[config.mk]
export PLATFORM = sky130hd
export DESIGN_NAME = vfd_serial_ram
export DESIGN_NICKNAME = d
export VERILOG_FILES = /design/src/rtl/vfdser_pkg.sv /design/src/rtl/vfdser_sync.sv /design/src/rtl/vfdser_shift.sv /design/src/rtl/vfdser_ram.sv /design/src/rtl/vfd_serial_ram.sv
export SDC_FILE = /design/constraint.sdc
export NUM_CORES = 1
export LEC_CHECK = 0
export ABC_CLOCK_PERIOD_IN_PS = 3170
export BUFFER_PORTS_ARGS = -buffer_cell sky130_fd_sc_hd__buf_2
export CORE_UTILIZATION = 35
export CTS_BUF_LIST = sky130_fd_sc_hd__clkbuf_8
export CTS_CLUSTER_SIZE = 12
export DETAILED_ROUTE_END_ITERATION = 8
export SLEW_MARGIN = 40
export SYNTH_ARGS = -nofsm -noshare
export SYNTH_HDL_FRONTEND = slang
export SYNTH_HIERARCHICAL = 1
export SYNTH_SLANG_ARGS = --single-unit
[constraint.sdc]
create_clock -name clk -period 3.17 [get_ports clk]
set_input_delay 0.634 -clock clk [delete_from_list [all_inputs] [get_ports clk]]
set_output_delay 0.634 -clock clk [all_outputs]
set_load 0.02 [all_outputs]
[src/rtl/vfdser_pkg.sv]
package vfdser_pkg;
    typedef enum logic [1:0] {
        TGT_DISP = 2'b00,
        TGT_LED  = 2'b01,
        TGT_KEY  = 2'b10,
        TGT_NONE = 2'b11
    } tgt_e;

    localparam logic [1:0] CLS_MODE = 2'b01;
    localparam logic [1:0] CLS_ADDR = 2'b11;
endpackage

[src/rtl/vfdser_sync.sv]
module vfdser_sync #(
    parameter int STAGES = 2,
    parameter int W      = 3,
    parameter logic [W-1:0] RST_VAL = '0
) (
    input  logic         clk,
    input  logic         rst_n,
    input  logic [W-1:0] din,
    output logic [W-1:0] dout
);
    logic [STAGES-1:0][W-1:0] pipe_d, pipe_q;

    always_comb begin
        pipe_d[0] = din;
        for (int i = 1; i < STAGES; i++) begin
            pipe_d[i] = pipe_q[i-1];
        end
    end

    always_ff @(posedge clk or negedge rst_n) begin
        if (!rst_n) pipe_q <= {STAGES{RST_VAL}};
        else        pipe_q <= pipe_d;
    end

    assign dout = pipe_q[STAGES-1];
endmodule

[src/rtl/vfdser_shift.sv]
module vfdser_shift #(
    parameter int BYTE_W = 8
) (
    input  logic              clk,
    input  logic              rst_n,
    input  logic              stb,
    input  logic              sclk,
    input  logic              sdin,
    output logic              byte_v,
    output logic              byte_cmd,
    output logic [BYTE_W-1:0] byte_data
);
    localparam int CW = $clog2(BYTE_W);

    typedef struct packed {
        logic              sclk_prev;
        logic [CW-1:0]     cnt;
        logic [BYTE_W-1:0] sh;
        logic              first;
        logic              v;
        logic              cmd;
        logic [BYTE_W-1:0] data;
    } sh_state_t;

    sh_state_t st_d, st_q;
    logic [BYTE_W-1:0] sh_next;

    always_comb begin
        st_d           = st_q;
        st_d.v         = 1'b0;
        st_d.sclk_prev = sclk;
        sh_next        = {sdin, st_q.sh[BYTE_W-1:1]};
        if (stb) begin
            st_d.cnt   = '0;
            st_d.first = 1'b1;
        end else if (sclk && !st_q.sclk_prev) begin
            st_d.sh  = sh_next;
            st_d.cnt = st_q.cnt + 1'b1;
            if (st_q.cnt == CW'(BYTE_W - 1)) begin
                st_d.cnt   = '0;
                st_d.v     = 1'b1;
                st_d.cmd   = st_q.first;
                st_d.data  = sh_next;
                st_d.first = 1'b0;
            end
        end
    end

    always_ff @(posedge clk or negedge rst_n) begin
        if (!rst_n) begin
            st_q           <= '0;
            st_q.sclk_prev <= 1'b1;
            st_q.first     <= 1'b1;
        end else begin
            st_q <= st_d;
        end
    end

    assign byte_v    = st_q.v;
    assign byte_cmd  = st_q.cmd;
    assign byte_data = st_q.data;

    // a released strobe never lets a byte complete in the next cycle
    assert_abort_R3: assert property (@(posedge clk) disable iff (!rst_n)
        stb |=> !byte_v);
    // a command byte is never immediately followed by another byte strobe
    assert_cmd_spacing_R1: assert property (@(posedge clk) disable iff (!rst_n)
        (byte_v && byte_cmd) |=> !byte_v);
endmodule

[src/rtl/vfdser_ram.sv]
module vfdser_ram #(
    parameter int DEPTH = 22,
    parameter int RA_W  = 5,
    parameter int DW    = 8
) (
    input  logic            clk,
    input  logic            rst_n,
    input  logic            wr_en,
    input  logic [RA_W-1:0] wr_addr,
    input  logic [DW-1:0]   wr_data,
    input  logic [RA_W-1:0] rd_addr,
    output logic [DW-1:0]   rd_data
);
    logic [DEPTH-1:0][DW-1:0] mem_d, mem_q;

    always_comb begin
        mem_d = mem_q;
        for (int i = 0; i < DEPTH; i++) begin
            if (wr_en && (wr_addr == RA_W'(i))) mem_d[i] = wr_data;
        end
    end

    always_ff @(posedge clk or negedge rst_n) begin
        if (!rst_n) mem_q <= '0;
        else        mem_q <= mem_d;
    end

    always_comb begin
        rd_data = '0;
        for (int i = 0; i < DEPTH; i++) begin
            if (rd_addr == RA_W'(i)) rd_data = mem_q[i];
        end
    end

    // RAM contents move only on a write strobe
    assert_ram_hold_R10: assert property (@(posedge clk) disable iff (!rst_n)
        !wr_en |=> $stable(mem_q));
endmodule

[src/rtl/vfd_serial_ram.sv]
module vfd_serial_ram #(
    parameter int DIGITS      = 11,
    parameter int SYNC_STAGES = 2,
    parameter int LED_W       = 4
) (
    input  logic                          clk,
    input  logic                          rst_n,
    input  logic                          stb,
    input  logic                          sclk,
    input  logic                          sdin,
    input  logic [$clog2(2*DIGITS)-1:0]   rd_addr,
    output logic [7:0]                    rd_data,
    output logic [LED_W-1:0]              led_n
);
    import vfdser_pkg::*;

    localparam int DEPTH = 2 * DIGITS;
    localparam int RA_W  = $clog2(DEPTH);
    localparam int PW    = 6;

    typedef struct packed {
        logic [PW-1:0]    ptr;
        logic             fixed;
        tgt_e             tgt;
        logic [LED_W-1:0] led;
    } ctl_state_t;

    ctl_state_t ctl_d, ctl_q;

    logic       s_stb, s_sclk, s_sdin;
    logic       byte_v, byte_cmd;
    logic [7:0] byte_data;
    logic       wr_en;

    vfdser_sync #(.STAGES(SYNC_STAGES), .W(3), .RST_VAL(3'b110)) u_sync (
        .clk  (clk),
        .rst_n(rst_n),
        .din  ({stb, sclk, sdin}),
        .dout ({s_stb, s_sclk, s_sdin})
    );

    vfdser_shift #(.BYTE_W(8)) u_shift (
        .clk      (clk),
        .rst_n    (rst_n),
        .stb      (s_stb),
        .sclk     (s_sclk),
        .sdin     (s_sdin),
        .byte_v   (byte_v),
        .byte_cmd (byte_cmd),
        .byte_data(byte_data)
    );

    always_comb begin
        ctl_d = ctl_q;
        wr_en = 1'b0;
        if (byte_v) begin
            if (byte_cmd) begin
                unique case (byte_data[7:6])
                    CLS_ADDR: ctl_d.ptr = byte_data[PW-1:0];
                    CLS_MODE: begin
                        ctl_d.fixed = byte_data[2];
                        ctl_d.tgt   = tgt_e'(byte_data[1:0]);
                    end
                    default: ;
                endcase
            end else begin
                unique case (ctl_q.tgt)
                    TGT_DISP: begin
                        wr_en = (ctl_q.ptr < PW'(DEPTH));
                        if (!ctl_q.fixed) begin
                            ctl_d.ptr = (ctl_q.ptr >= PW'(DEPTH - 1)) ? '0
                                                                      : ctl_q.ptr + 1'b1;
                        end
                    end
                    TGT_LED: ctl_d.led = byte_data[LED_W-1:0];
                    default: ;
                endcase
            end
        end
    end

    always_ff @(posedge clk or negedge rst_n) begin
        if (!rst_n) begin
            ctl_q       <= '0;
            ctl_q.tgt   <= TGT_DISP;
            ctl_q.led   <= '1;
        end else begin
            ctl_q <= ctl_d;
        end
    end

    vfdser_ram #(.DEPTH(DEPTH), .RA_W(RA_W), .DW(8)) u_ram (
        .clk    (clk),
        .rst_n  (rst_n),
        .wr_en  (wr_en),
        .wr_addr(ctl_q.ptr[RA_W-1:0]),
        .wr_data(byte_data),
        .rd_addr(rd_addr),
        .rd_data(rd_data)
    );

    assign led_n = ctl_q.led;

    // LED pins hold unless a byte arrives
    assert_led_hold_R8: assert property (@(posedge clk) disable iff (!rst_n)
        !byte_v |=> $stable(led_n));
    // after an auto-increment display byte the pointer is inside the RAM
    assert_ptr_range_R5: assert property (@(posedge clk) disable iff (!rst_n)
        (byte_v && !byte_cmd && ctl_q.tgt == TGT_DISP && !ctl_q.fixed)
        |=> (ctl_q.ptr < PW'(DEPTH)));
    // data bytes in fixed mode leave the pointer where it was
    assert_fixed_ptr_R6: assert property (@(posedge clk) disable iff (!rst_n)
        (byte_v && !byte_cmd && ctl_q.fixed) |=> $stable(ctl_q.ptr));
endmodule

# Word-level counts from Yosys, hierarchy flattened
# Index checks and enable logic that the tools add are counted.
word_totals:
  input_bits: 10
  output_inout_bits: 12
  ff_bits: 218
  wordCells: 161
classes:
  eq_ne: 48
  reduce_logical: 36
  muxes: 36
  add_sub_neg: 2
  magnitude_cmp: 2
  bitwise_logic: 2
ops:
  columns: ["cell", "n"]
  rows:
  - ["8-bit 2-to-1 mux", 22]
  - ["5-bit by 4-bit == test with 1-bit output, second input constant", 16]
  - ["5-bit == test, second input constant", 12]
  - ["5-bit by 3-bit == test with 1-bit output, second input constant", 8]
  - ["6-bit 2-to-1 mux", 5]
  - ["1-bit logical AND", 23]
  - ["22-bit 2-to-1 mux", 1]
  - ["5-bit by 2-bit == test with 1-bit output, second input constant", 4]
  - ["11-bit 2-to-1 mux", 1]
  - ["5-bit by 1-bit == test with 1-bit output, second input constant", 2]
  - ["5-bit zero test", 2]
  - ["10-bit 2-to-1 mux", 1]
  - ["3-bit AND reduction", 3]
  - ["6-bit by 1-bit adder with 6-bit output, second input constant", 1]
  - ["6-bit by 5-bit >= comparator with 1-bit output, second input constant", 1]
  - ["6-bit by 5-bit < comparator with 1-bit output, second input constant", 1]
  - ["3-bit 2-to-1 mux", 2]
  - ["2-bit nonzero test", 3]
  - ["2-bit by 1-bit == test with 1-bit output, second input constant", 2]
  - ["1-bit 2-to-1 mux", 4]
  - ["2-bit AND reduction", 2]
  - ["4-bit AND reduction", 1]
  - ["3-bit by 1-bit adder with 3-bit output, second input constant", 1]
  - ["3-bit == test, second input constant", 1]
  - ["6 further kinds", 7]

# Logic depth before layout (Yosys ltp)
logic_depth:
  word_depth: 23
  ltp_mapped: 9
  mapped_depth_nobuf: 6

# Modules after synthesis
# The synthesis kept the hierarchy.
by_module_without_submodules:
  columns: ["mod", "cells_each", "instances", "area_per_inst_um2"]
  rows:
  - ["vfdser_ram", 706, 1, 8794.7]
  - ["vfdser_shift", 62, 1, 975.9]
  - ["vfd_serial_ram", 68, 1, 764.5]
  - ["vfdser_sync", 6, 1, 155.1]

# Least setup slack after synthesis
# Ideal clock, no wire load.
synth_timing:
  path_kind: "input to output"
  from: "input port rd_addr[0]"
  to: "output port rd_data[4]"
  path_slack_ns: 0.442
  arrival_time_ns: 2.094
  required_ns: 2.536
  path_buffers: 4
  stages: 8
  path_cell_list: "buf_6 buf_8 buf_12 buf_4 mux2i_1 a31oi_1 a31oi_1 o31ai_1"
synth_between:
  elab_chain_len: 23
  word_cells_on_any_way: 44
  cone_classes: "eq/ne (21); mux (22); reduce/logical (1)"
synth_rtl:
  columns: ["element", "line", "rtl"]
  rows:
  - ["start: declaration", "vfd_serial_ram.sv:11", "input logic [$clog2(2*DIGITS)-1:0] rd_addr,"]
  - ["5-bit zero test", "vfdser_ram.sv:31", "if (rd_addr == RA_W'(i)) rd_data = mem_q[i];"]
  - ["8-bit 2-to-1 mux (21 in series)", "vfdser_ram.sv:31", null]
  - ["8-bit 2-to-1 mux (*)", "vfdser_ram.sv:31", null]
  - ["end: declaration", "vfd_serial_ram.sv:12", "output logic [7:0] rd_data,"]
# Every way passes the cells marked *; elsewhere a longest branch is shown, timed or not.

# Worst setup path after layout
layout_timing:
  from: "input port rd_addr[1]"
  to: "output port rd_data[6]"
# The elaborated chain is that of the path after synthesis.

==> out/results.env <==
STATUS='complete, no violations'
CRIT_PATH_START_KIND='primary input'
FLOORPLAN.INITIALDENSITY_PCT=35.8
MIN_CLOCK_PERIOD_POST_ROUTE_PS=3150
DETAIL_ROUTE.WIRELENGTH_UM=28700
CTS_TREE='built'
PLACEMENTROWS=63
VIA_PER_INST=5.48
ANTENNA_CELLS_INSERTED=0
TIMING.CRITICAL_PATH.SLOWEST_CELL_DELAY_PS=330
PWR_DENSITY_CELL_nW_PER_UM2=479
SYNTH_AREA_SQ_UM=10700
COMBPWRFRAC_PCT=6.7
DIE_AREA_SQ_UM=31200
FINAL_MIN_PERIOD_OVER_CLOCK_PERIOD_PCT=99.3
DIE_H_UM=177
GROUTE.USAGE.OVERALL_PCT=18.6
IR_WORST_VDD_mV=0.291
WORST_CASE_SETUP_MARGIN_IN_THE_FINAL_LAYOUT_PS=23.4
ROUTE.DETAILED.DRC=0
LARGEST_BUFFER_COUNT_ON_ANY_CLOCK_PATH=3
YS_FF_LATCH=217
WORST_HOLD_PATH_TYPE='in2async'
CRIT_REQUIRED_PS=2540
FLOP_TO_FLOP_SETUP_SLACK_PS=240
INTERNAL-POWER_mW=4.52
SHARE_OF_TOTAL_POWER_CONSUMED_BY_NET_SWITCHING_PCT=23.8
PLACEDCELLCOUNT=1250
CAP_VIOLATIONS=0
ROUTED_WIRE_LENGTH_PER_INSTANCE_UM=21.7
CLK_PIN_SLEW_WORST_PATHS_PS=60
SEQ_AREA_FRAC_SYNTH_PCT=50.9
GRT_SETUP_UNREPAIRED='true'
SLEW_VIOL_FINAL=0
OVERFLOW=0
SYNTH-EDFF-COUNT=0
WORST-SETUP-PATH-TYPE='in2out'
DRT_FIRST_PASS_ITERS=5
LAYOUTNONFILLERINSTCOUNT=1321
CTS.HTREE.LEVELS=2
NUMBER_OF_FILLER_INSTANCES_IN_THE_FINAL_LAYOUT=2770
POSTSYNTHNETCOUNT=858
DETAILEDROUTE.FIRSTITERATIONVIOLATIONS=535
SYNTH-WARNING-COUNT=6
SYNTH_TOP_FLOP_CELL='dfrtp_1'
R2R-START='ctl_q[12]$_DFFE_PN0P_'
RATIO_OF_CELLS_WITH_DRIVE_ABOVE_1_IN_THE_FINAL_LAYOUT_PCT=44.0
DESIGN.PORTCOUNT=22
ASYNCSETRESETFLOPFRACSYNTH_PCT=100
REGTOREGENDPOINT='u_ram/mem_q[10]$_DFFE_PN0P_'
CRIT_FANOUT=10
RR_WORST_DEPTH=6
DETAIL-ROUTE-ANTENNA-NETS=0
CLOCK_INSERTION_DELAY_WORST_SKEW_PS=540
FINISH.UTILIZATION_PCT=41.4
SETUP_SLACK_AT_PLACEMENT_PS=-62.8
REPORTED_NET_SWITCHING_POWER_mW=1.41
LEAKAGEPOWER_nW=5.92
CRITPATHSLOWESTCELL='o31ai_4'
AREA.GROWTH.SYNTH_TO_FINAL_PCT=15.8
GRT_FIRST_PASS_WIRELENGTH_UM=44000
MAX_SLEW.WORST_PIN.SLEW_PS=681
WORSTPATHCELLLIST='clkbuf_4 > buf_12 > nor2b_1 > a22oi_1 > nand2_1 > a221oi_2 > a31oi_2 > o31ai_4 > buf_4'
REPORT.FINAL.HOLD_VIOL_COUNT=0
INITIAL_ANTENNA_VIOLATION_COUNT=0
SETUP-VIOLATIONS-FINAL=0
SLEW_HEADROOM_PCT=54.5
POST_SYNTHESIS_AREA_PER_INSTANCE_SQ_UM=12.7
CLOCK-ROOT-BUFFER='clkbuf_8'
CHIP_WIDTH_UM=177
FP.COREAREA_SQ_UM=29900
IO_BUFFERS=21
NETLIST_INSTANCES=842
VIAS=7234
SETUP_CRIT_END_KIND='primary output'
CTS_BUFFERS=38
FINALNETCOUNT=918
GP_ROUTABILITY_CONGESTION=0.921
HPWLAFTERDP_UM=18700
FIRST_GLOBAL_VIAS=7363
MAXCLOCKFREQUENCY_GHz=0.318
CLKSINKCOUNT=217
YS_TYPES=77
WORST_EP_ARRIVAL_TIME_PS=2510
FINALCLOCKSKEW_PS=23.8
POWER.SHARE.SEQUENTIAL_PCT=47.9
GRT_START_MAX_NET_PINS=86
PWR-SHARE-CLK_PCT=45.4
[per-stage QoR]
stage / area [sq um] / hold slack [ps] / setup TNS, ps / power, mW
finish: 12400 / 1.26 / 0 / 5.93
global route: 12400 / 22.6 / -17.5 / 6.16
CTS: 12300 / 13.4 / 0 / 5.99
detailed placement: 11400 / 338 / -62.8 / 3.27
global placement: 11400 / 338 / -72.6 / 3.26
floorplan: 10700 / 331 / 0 / 3.08
[cells by family (layout without fill, tap and decap cells)]
| family | after synthesis | after routing | share of synthesized area [%] |
|---|---|---|---|
| buf+inv | 77 | 166 | 4.47 |
| flops | 217 | 217 | 50.9 |
| mux | 245 | 245 | 26.9 |
| simple gates | 154 | 154 | 8.03 |
| compound gates | 143 | 143 | 8.94 |
| fa+ha+maj | 6 | 6 | 0.702 |
[power by group through the flow]
stage                     combinational, mW  sequential (mW)  clock [mW]
after floorplan                       0.199             2.89           0
after global placement                0.372             2.89           0
after detailed placement              0.374             2.89           0
after CTS                             0.377             2.85        2.77
after global routing                  0.429             2.85        2.89
final                                 0.396             2.84        2.69
[routing by layer]
metal,wire length (um),share of wire (%),up-vias,GRT usage [%]
li1,-,-,3225,-
met1,13100,46,3694,25.5
met2,13000,45,255,28.2
met3,1620,5.6,60,3.93
met4,984,3.4,0,7.94
met5,0,0,-,0
[cells in the mapped netlist, drive strengths merged (4+ instances only)]
cell	instances	area, sq um
buf	46	360
nand3	11	55.1
nor3b	4	51.3
nor4	5	46.3
a221oi	4	41.3
a21oi	29	145
nor2	24	97.6
inv	6	22.5
dfstp	10	263
mux4	9	221
a211oi	5	47.5
and3	6	37.5
nor2b	19	119
mux2	207	2370
nand2b	8	50.1
clkbuf	24	91.3
ha	6	75.1
a32oi	4	35.0
a22oi	7	52.6
nor3	9	55.1
o32ai	6	52.6
a31oi	4	25.0
nand2	49	191
mux2i	29	290
o22ai	9	62.6
o21ai	42	210
dfrtp	207	5180
[worst max path at each step]
stage                       endpoint                         from  cells after the start
final                     rd_data[6]                   rd_addr[1]                      9
after global routing      rd_data[6]                   rd_addr[0]                      8
after CTS                 rd_data[4]  u_ram/mem_q[12]$_DFFE_PN0P_                      7
after detailed placement  rd_data[5]                   rd_addr[3]                      8
after global placement    rd_data[5]                   rd_addr[3]                      8
after floorplan           rd_data[4]                   rd_addr[0]                      8
[flip-flops by register name (all words and copies together), names as in the netlist]
register	flops
u_shift/byte_v	1
u_shift/byte_data	8
u_shift/st_q	5
ctl_q	9
led_n	4
u_sync/dout	3
u_shift/byte_cmd	1
u_ram/mem_q	176
u_sync/pipe_d	3
u_shift/sh_next	7
[cells in the final DEF, fill, tap and decap left out, types with 6 or more instances in the layout]
cell and instances:
dfrtp_1 201, mux2_2 197, buf_4 61, clkbuf_8 52, nand2_1 45, o21ai_0 30
mux2i_1 29, a21oi_1 28, nor2_1 20, nor2b_1 18, buf_2 17, inv_1 16
nand3_1 11, o21ai_1 10, dfstp_2 10, mux2_4 10, nand2b_1 8, o22ai_1 8
nor3_1 7, a22oi_1 7, and3_1 6, ha_1 6, buf_12 6, dfrtp_2 6
[worst max-delay path, delay by kind of cell]
kind	cells	cell delay (ps)
AOI/OAI and AO/OA	4	1020
buffers and inverters	3	550
and+or+nand+nor	2	300
[what timing repair did]
item | CTS | global route
hold buffers | 0 | 0
resized for setup | 5 | 15
pin swaps | 1 | 1
setup buffers | 0 | 0
hold endpoints to repair | 0 | 0
gates cloned | 0 | 2
endpoints found under the setup margin | 1 | 5
[cell type report]
cell class / instances / area [sq um] / area share (%)
repair buffers: 90 / 758 / 6.12
clock inverters: 17 / 104 / 0.839
inverters: 7 / 30.0 / 0.242
multi-input cells: 548 / 4840 / 39.1
flip-flops and latches: 217 / 5450 / 44.0
clock buffers: 52 / 716 / 5.78
well taps: 390 / 488 / 3.94
(Power assumes the default switching activity.)
